## config.mk

```make
export PLATFORM = sky130hd
export DESIGN_NAME = rx_addr_filter
export DESIGN_NICKNAME = d
export VERILOG_FILES = /design/src/rtl/raf_pkg.sv /design/src/rtl/raf_hash.sv /design/src/rtl/raf_cam.sv /design/src/rtl/rx_addr_filter.sv
export SDC_FILE = /design/constraint.sdc
export NUM_CORES = 1
export LEC_CHECK = 0
export ABC_CLOCK_PERIOD_IN_PS = 3400
export CAP_MARGIN = 25
export CORE_MARGIN = 2
export CORE_UTILIZATION = 32
export CTS_CLUSTER_SIZE = 24
export DETAILED_ROUTE_END_ITERATION = 6
export GPL_TIMING_DRIVEN = 0
export SLEW_MARGIN = 20
export SYNTH_ARGS = -nofsm -noshare
export SYNTH_HDL_FRONTEND = slang
export SYNTH_HIERARCHICAL = 1
export SYNTH_SLANG_ARGS = --single-unit
```

## constraint.sdc

```tcl
create_clock -name clk_i -period 3.4 [get_ports clk_i]
set_input_delay 0.34 -clock clk_i [delete_from_list [all_inputs] [get_ports clk_i]]
set_output_delay 0.34 -clock clk_i [all_outputs]
set_load 0.02 [all_outputs]
```

## src/rtl/raf_pkg.sv

```systemverilog
package raf_pkg;
  typedef enum logic [2:0] {
    RSN_NONE    = 3'd0,
    RSN_PROMISC = 3'd1,
    RSN_BCAST   = 3'd2,
    RSN_EXACT   = 3'd3,
    RSN_HASH    = 3'd4,
    RSN_ALLMC   = 3'd5
  } reason_e;

  typedef struct packed {
    logic bcast_dis;
    logic hash_or_exact;
    logic hash_mc;
    logic all_mc;
    logic promisc;
  } mode_t;

  localparam logic [7:0] MODE_ADDR = 8'h00;
  localparam logic [7:0] HASH_BASE = 8'h10;
  localparam logic [7:0] ENT_BASE  = 8'h40;
  localparam logic [31:0] CRC_POLY = 32'hEDB88320;
endpackage

```

## src/rtl/raf_hash.sv

```systemverilog
module raf_hash #(
  parameter int HASH_BITS = 6
) (
  input  logic [47:0]          addr_i,
  output logic [HASH_BITS-1:0] bin_o
);
  import raf_pkg::*;

  logic [31:0] crc;

  // reflected CRC, bits in transmit order
  always_comb begin
    crc = '1;
    for (int i = 0; i < 48; i++) begin
      if (crc[0] ^ addr_i[i]) crc = (crc >> 1) ^ CRC_POLY;
      else                    crc = crc >> 1;
    end
  end

  // top bits of bitrev(~crc) == reversed low bits of ~crc
  always_comb begin
    for (int k = 0; k < HASH_BITS; k++) bin_o[k] = ~crc[HASH_BITS-1-k];
  end
endmodule

```

## src/rtl/raf_cam.sv

```systemverilog
module raf_cam #(
  parameter int NUM_ENT = 4
) (
  input  logic                     clk_i,
  input  logic                     rst_ni,
  input  logic [NUM_ENT-1:0][47:0] ent_addr_i,
  input  logic [NUM_ENT-1:0]       ent_vld_i,
  input  logic [47:0]              addr_i,
  output logic                     hit_o
);
  logic [NUM_ENT-1:0] hit_vec;

  for (genvar g = 0; g < NUM_ENT; g++) begin : g_ent
    assign hit_vec[g] = ent_vld_i[g] && (|ent_addr_i[g]) && (ent_addr_i[g] == addr_i);
  end

  assign hit_o = |hit_vec;

  p_zero_never_r6: assert property (@(posedge clk_i) disable iff (!rst_ni)
    (addr_i == 48'h0) |-> !hit_o);
endmodule

```

## src/rtl/rx_addr_filter.sv

```systemverilog
module rx_addr_filter #(
  parameter int NUM_PERFECT = 4,
  parameter int HASH_BITS   = 6
) (
  input  logic        clk_i,
  input  logic        rst_ni,
  input  logic        reg_we_i,
  input  logic [7:0]  reg_addr_i,
  input  logic [31:0] reg_wdata_i,
  output logic [31:0] reg_rdata_o,
  input  logic        addr_vld_i,
  input  logic [47:0] dst_addr_i,
  output logic        dec_vld_o,
  output logic        accept_o,
  output logic [2:0]  reason_o
);
  import raf_pkg::*;

  localparam int HASH_WORDS = 2 ** (HASH_BITS - 5);
  localparam int WSEL_W     = (HASH_BITS > 5) ? HASH_BITS - 5 : 1;

  mode_t                          mode_q;
  logic [HASH_WORDS-1:0][31:0]    hash_q;
  logic [NUM_PERFECT-1:0][47:0]   ent_addr_q;
  logic [NUM_PERFECT-1:0]         ent_vld_q;

  // configuration writes
  always_ff @(posedge clk_i or negedge rst_ni) begin
    if (!rst_ni) begin
      mode_q     <= '0;
      hash_q     <= '0;
      ent_addr_q <= '0;
      ent_vld_q  <= '0;
    end else if (reg_we_i) begin
      if (reg_addr_i == MODE_ADDR) mode_q <= mode_t'(reg_wdata_i[4:0]);
      for (int w = 0; w < HASH_WORDS; w++)
        if (reg_addr_i == HASH_BASE + 8'(w)) hash_q[w] <= reg_wdata_i;
      for (int i = 0; i < NUM_PERFECT; i++) begin
        if (reg_addr_i == ENT_BASE + 8'(2*i)) ent_addr_q[i][31:0] <= reg_wdata_i;
        if (reg_addr_i == ENT_BASE + 8'(2*i+1)) begin
          ent_addr_q[i][47:32] <= reg_wdata_i[15:0];
          ent_vld_q[i]         <= reg_wdata_i[31];
        end
      end
    end
  end

  always_comb begin
    reg_rdata_o = '0;
    if (reg_addr_i == MODE_ADDR) reg_rdata_o = {27'd0, mode_q};
    for (int w = 0; w < HASH_WORDS; w++)
      if (reg_addr_i == HASH_BASE + 8'(w)) reg_rdata_o = hash_q[w];
    for (int i = 0; i < NUM_PERFECT; i++) begin
      if (reg_addr_i == ENT_BASE + 8'(2*i)) reg_rdata_o = ent_addr_q[i][31:0];
      if (reg_addr_i == ENT_BASE + 8'(2*i+1))
        reg_rdata_o = {ent_vld_q[i], 15'd0, ent_addr_q[i][47:32]};
    end
  end

  logic [HASH_BITS-1:0] bin;
  logic                 hash_hit, exact_hit;
  logic [WSEL_W-1:0]    wsel;

  raf_hash #(.HASH_BITS(HASH_BITS)) u_hash (
    .addr_i (dst_addr_i),
    .bin_o  (bin)
  );

  raf_cam #(.NUM_ENT(NUM_PERFECT)) u_cam (
    .clk_i      (clk_i),
    .rst_ni     (rst_ni),
    .ent_addr_i (ent_addr_q),
    .ent_vld_i  (ent_vld_q),
    .addr_i     (dst_addr_i),
    .hit_o      (exact_hit)
  );

  assign wsel     = WSEL_W'(bin >> 5);
  assign hash_hit = hash_q[wsel][bin[4:0]];

  reason_e rsn_d;
  logic    is_bcast, is_group;

  assign is_bcast = &dst_addr_i;
  assign is_group = dst_addr_i[0];

  // fixed priority: promiscuous, broadcast, group rules, individual rules
  always_comb begin
    rsn_d = RSN_NONE;
    if (mode_q.promisc)                                    rsn_d = RSN_PROMISC;
    else if (is_bcast)                                     rsn_d = mode_q.bcast_dis ? RSN_NONE : RSN_BCAST;
    else if (is_group) begin
      if (mode_q.all_mc)                                   rsn_d = RSN_ALLMC;
      else if (mode_q.hash_mc) begin
        if (hash_hit)                                      rsn_d = RSN_HASH;
        else if (mode_q.hash_or_exact && exact_hit)        rsn_d = RSN_EXACT;
      end else if (exact_hit)                              rsn_d = RSN_EXACT;
    end else begin
      if (exact_hit)                                       rsn_d = RSN_EXACT;
      else if (mode_q.hash_or_exact && hash_hit)           rsn_d = RSN_HASH;
    end
  end

  always_ff @(posedge clk_i or negedge rst_ni) begin
    if (!rst_ni) begin
      dec_vld_o <= 1'b0;
      accept_o  <= 1'b0;
      reason_o  <= 3'd0;
    end else begin
      dec_vld_o <= addr_vld_i;
      accept_o  <= addr_vld_i && (rsn_d != RSN_NONE);
      reason_o  <= addr_vld_i ? rsn_d : RSN_NONE;
    end
  end

  p_quiet_r2: assert property (@(posedge clk_i) disable iff (!rst_ni)
    !addr_vld_i |=> (!dec_vld_o && !accept_o));
  p_promisc_r3: assert property (@(posedge clk_i) disable iff (!rst_ni)
    (addr_vld_i && mode_q.promisc) |=> (accept_o && reason_o == 3'd1));
  p_bcast_r4: assert property (@(posedge clk_i) disable iff (!rst_ni)
    (addr_vld_i && !mode_q.promisc && (&dst_addr_i) && !mode_q.bcast_dis)
      |=> (accept_o && reason_o == 3'd2));
  p_code_r5: assert property (@(posedge clk_i) disable iff (!rst_ni)
    dec_vld_o |-> (accept_o == (reason_o != 3'd0)));
  p_allmc_r9: assert property (@(posedge clk_i) disable iff (!rst_ni)
    (addr_vld_i && mode_q.all_mc && !mode_q.promisc && dst_addr_i[0] && !(&dst_addr_i))
      |=> (reason_o == 3'd5));
endmodule

```

==> flow_summary.toml <==
[grt]
grt_max_degree = 89
gr-total-overflow = 0
grt_pass1_wl_um = 110000
track_usage = 0.267
grt_pass1_vias = 14800
antenna_found_initial = 1

[floorplan]
rows = 86
die_x_um = 241
coreArea_mm2 = 0.0553
initial_core_util = 0.325
io_pins = 129
dieArea_mm2 = 0.0581
fp.dieH_um = 241

[synthesis]
synth.area.top_cells = "dfrtp_1 38%, mux2_2 13%, xnor2_1 9.6%"
syn-mean-instance-area_um2 = 11.8
syn_inst = 1528
synth-seq-area-share = 0.376
synth_edf_count = 0
ys.flop_type = "dfrtp_1"
yosysTopAreaCellShare = 0.376
ys_ff_latch = 270
yosys_warnings = 6
yosys.area.top_type = "dfrtp_1"
syn_nets = 1620
synth_cell_type_count = 73
netlist_area_mm2 = 0.0180
async_flop_share = 1.00

[setup_path]
required_ps = 3900
cp-end-kind = "flip-flop"
rr_worst_depth = 10
cp_cell_sequence = "buf_6 -> buf_6 -> xnor3_1 -> xor2_2 -> xor2_2 -> buf_4 -> xor2_1 -> xnor2_1 -> xnor3_1 -> xnor2_1 -> xnor3_2 -> buf_8 -> buf_12 -> mux4_2 -> mux4_2 -> o21ai_2 -> o31a_4 -> o21ai_2 -> a211o_1"
worstPathArrival_ps = 5060
r2r-end = "accept_o$_DFF_PN0_"
ff2ff_setup_slack_ps = 210
critical_path_class = "in2reg"
critPathSlowestCell = "mux4_2"
startpoint_type = "input pin"
crit-reg2reg-launch = "ent_addr_q[189]$_DFFE_PN0P_"
max_stage_delay_ps = 540
crit_fanout = 7

[sta]
worst_slew_pin_slew_ps = 1120
finalHoldViolCount = 0
finalSetupViolCount = 4
max_clock_freq_mhz = 219
final.setup.worst_slack_ps = -1160
min_period_ps = 4560
slew-limit-headroom = 0.252
skew_ps = 32.6
slew_violations = 0
rsz0062_at_grt = "yes"
fin_setup_tns_ps = -4200
period_share = 1.34

[cts]
cts_buffer_depth = 3
cts-root-buf = "clkbuf_16"
cts_tree = "built"
cts-buffers-inserted = 31
htree_levels = 1
clk_pin_slew_ps = 60
cts_sinks = 270
clock_latency_ps = 610

[detailed_routing]
drt-wirelength-per-cell_um = 30.7
routed_wl_um = 78100
firstDrtPassIters = 7
drtAntennaViolNets = 0
drt_iter0_drc = 1901
vias = 14672
drc_errors = 0
vias_per_cell = 5.76

[finish]
fillers = 5196
area.growth.synth_to_final_pct = 27.7
final_core_util = 0.415
layout-drive-gt1-share = 0.354
nNetsFinal = 1867

[placement]
io_buffers = 116
dpl.hpwl_um = 59700
finalWeightedCongestion = 1.00

[pwr]
p_per_area_mw_per_mm2 = 1470
max-vdd-ir-drop_mv = 2.67
leakage_uw = 0.0106

[run]
drv_cap = 0

[run_status]
outcome = "finished, violations left"
violations = "negative setup slack"

[hold_path]
hp-class = "in2async"
[power breakdown]
group	total [µW]	internal, µW	switching [µW]
sequential	3640	3370	271
combinational	26700	14400	12300
clock	3340	1920	1420
total	33700	19700	14000
[routing by layer]
| metal | global-route usage | routed length [µm] | vias to the layer above |
|---|---|---|---|
| li1 | - | - | 6127 |
| met1 | 0.351 | 32300 | 7630 |
| met2 | 0.441 | 36700 | 767 |
| met3 | 0.0416 | 5820 | 148 |
| met4 | 0.108 | 3280 | 0 |
| met5 | 0 | 0 | - |
[registers in the layout, summed over array words and instances (netlist names)]
name,count
ent_addr_q,192
hash_q,64
mode_q,5
ent_vld_q,4
reason_o,3
accept_o,1
dec_vld_o,1
[what timing repair did]
item,in CTS,in global routing
endpoints found under the hold margin,176,0
setup endpoints to repair,36,36
cloned,1,0
pin swaps,63,16
hold buffers,1,0
setup buffers,86,12
resized for setup,366,58
[worst max-delay path by stage]
stage                         from               endpoint  slack, ps  depth (start not counted)
detailed placement  dst_addr_i[10]     accept_o$_DFF_PN0_      -3290                         17
CTS                  dst_addr_i[1]     accept_o$_DFF_PN0_      -1130                         19
floorplan            dst_addr_i[8]     accept_o$_DFF_PN0_      -1210                         17
finish              dst_addr_i[10]     accept_o$_DFF_PN0_      -1160                         19
global route         dst_addr_i[6]     accept_o$_DFF_PN0_      -1300                         19
global placement            rst_ni  hash_q[4]$_DFFE_PN0P_      -9820                          1
[per-stage QoR]
stage          std cells  cell area, µm²  setup slack, ps  total power, µW  hold WS [ps]
2_1_floorplan       1528           18200            -1210            20100          44.4
3_3_place_gp        2392           20300            -9820            17400           510
3_5_place_dp        2396           20400            -3290            17600           210
4_1_cts             2534           22700            -1130            33300           186
5_1_grt             2545           23000            -1300            34800           225
6_report            2546           23000            -1160            33700           198
[cell usage in the layout, fill, tap and decap left out, types with 7 or more instances in the layout]
cell type	synthesis	layout
xnor3_1	40	28
nor4_1	79	78
nand4_1	56	56
nor3_1	11	10
nor2_1	32	31
clkdlybuf4s15_2	0	17
dfrtp_1	270	270
mux2_4	25	25
xnor2_1	197	164
mux2i_1	12	10
a222oi_1	32	32
clkdlybuf4s50_1	0	43
clkbuf_1	26	18
o22ai_1	18	10
clkbuf_2	1	15
buf_1	24	22
buf_2	29	22
clkbuf_16	0	31
o21ai_0	11	10
a22oi_1	17	17
xor2_4	0	8
a21oi_1	38	36
buf_12	0	14
xor2_1	128	115
mux2_2	215	215
xnor2_2	7	28
nand3_1	21	21
dlygate4sd2_1	0	16
xnor2_4	3	15
nand2_1	85	82
mux4_2	14	15
buf_4	1	99
clkbuf_8	0	8
xnor3_2	6	18
mux2_1	35	35
o22ai_2	0	8
buf_6	7	17
clkbuf_4	0	7
[cells in the mapped netlist, types with 26 or more instances]
cell      number
mux2_2       215
nor4_1        79
xnor2_1      197
nand2_1       85
buf_2         29
dfrtp_1      270
a21oi_1       38
xor2_1       128
nand4_1       56
mux2_1        35
xnor3_1       40
a222oi_1      32
clkbuf_1      26
nor2_1        32
[area by class of cell]
class	count	area [µm²]	share of cell area
Clock inverter	9	92.6	0.00403
Sequential cell	270	6760	0.294
Inverter	4	15.0	0.000654
Multi-Input combinational cell	1166	11600	0.506
Clock buffer	46	912	0.0397
Buffer	82	543	0.0236
Antenna cell	1	2.50	0.000109
Tap cell	748	936	0.0407
Timing Repair Buffer	220	2090	0.0910
[logic make-up (layout without fill, tap and decap cells)]
family | count (synthesis) | after routing | synth area share
flops | 270 | 270 | 0.376
buf+inv | 92 | 361 | 0.0244
xor+xnor | 387 | 387 | 0.235
simple gates | 321 | 321 | 0.0989
other cells | 0 | 1 | 0
compound gates | 155 | 155 | 0.0616
mux | 303 | 303 | 0.204
[critical path, delay by kind of cell]
| family | cells | cell delay (ps) |
|---|---|---|
| xor+xnor | 8 | 2370 |
| buf+inv | 5 | 840 |
| mux | 2 | 830 |
| compound gates | 4 | 670 |
No activity file was read; power rests on OpenSTA's default activity.
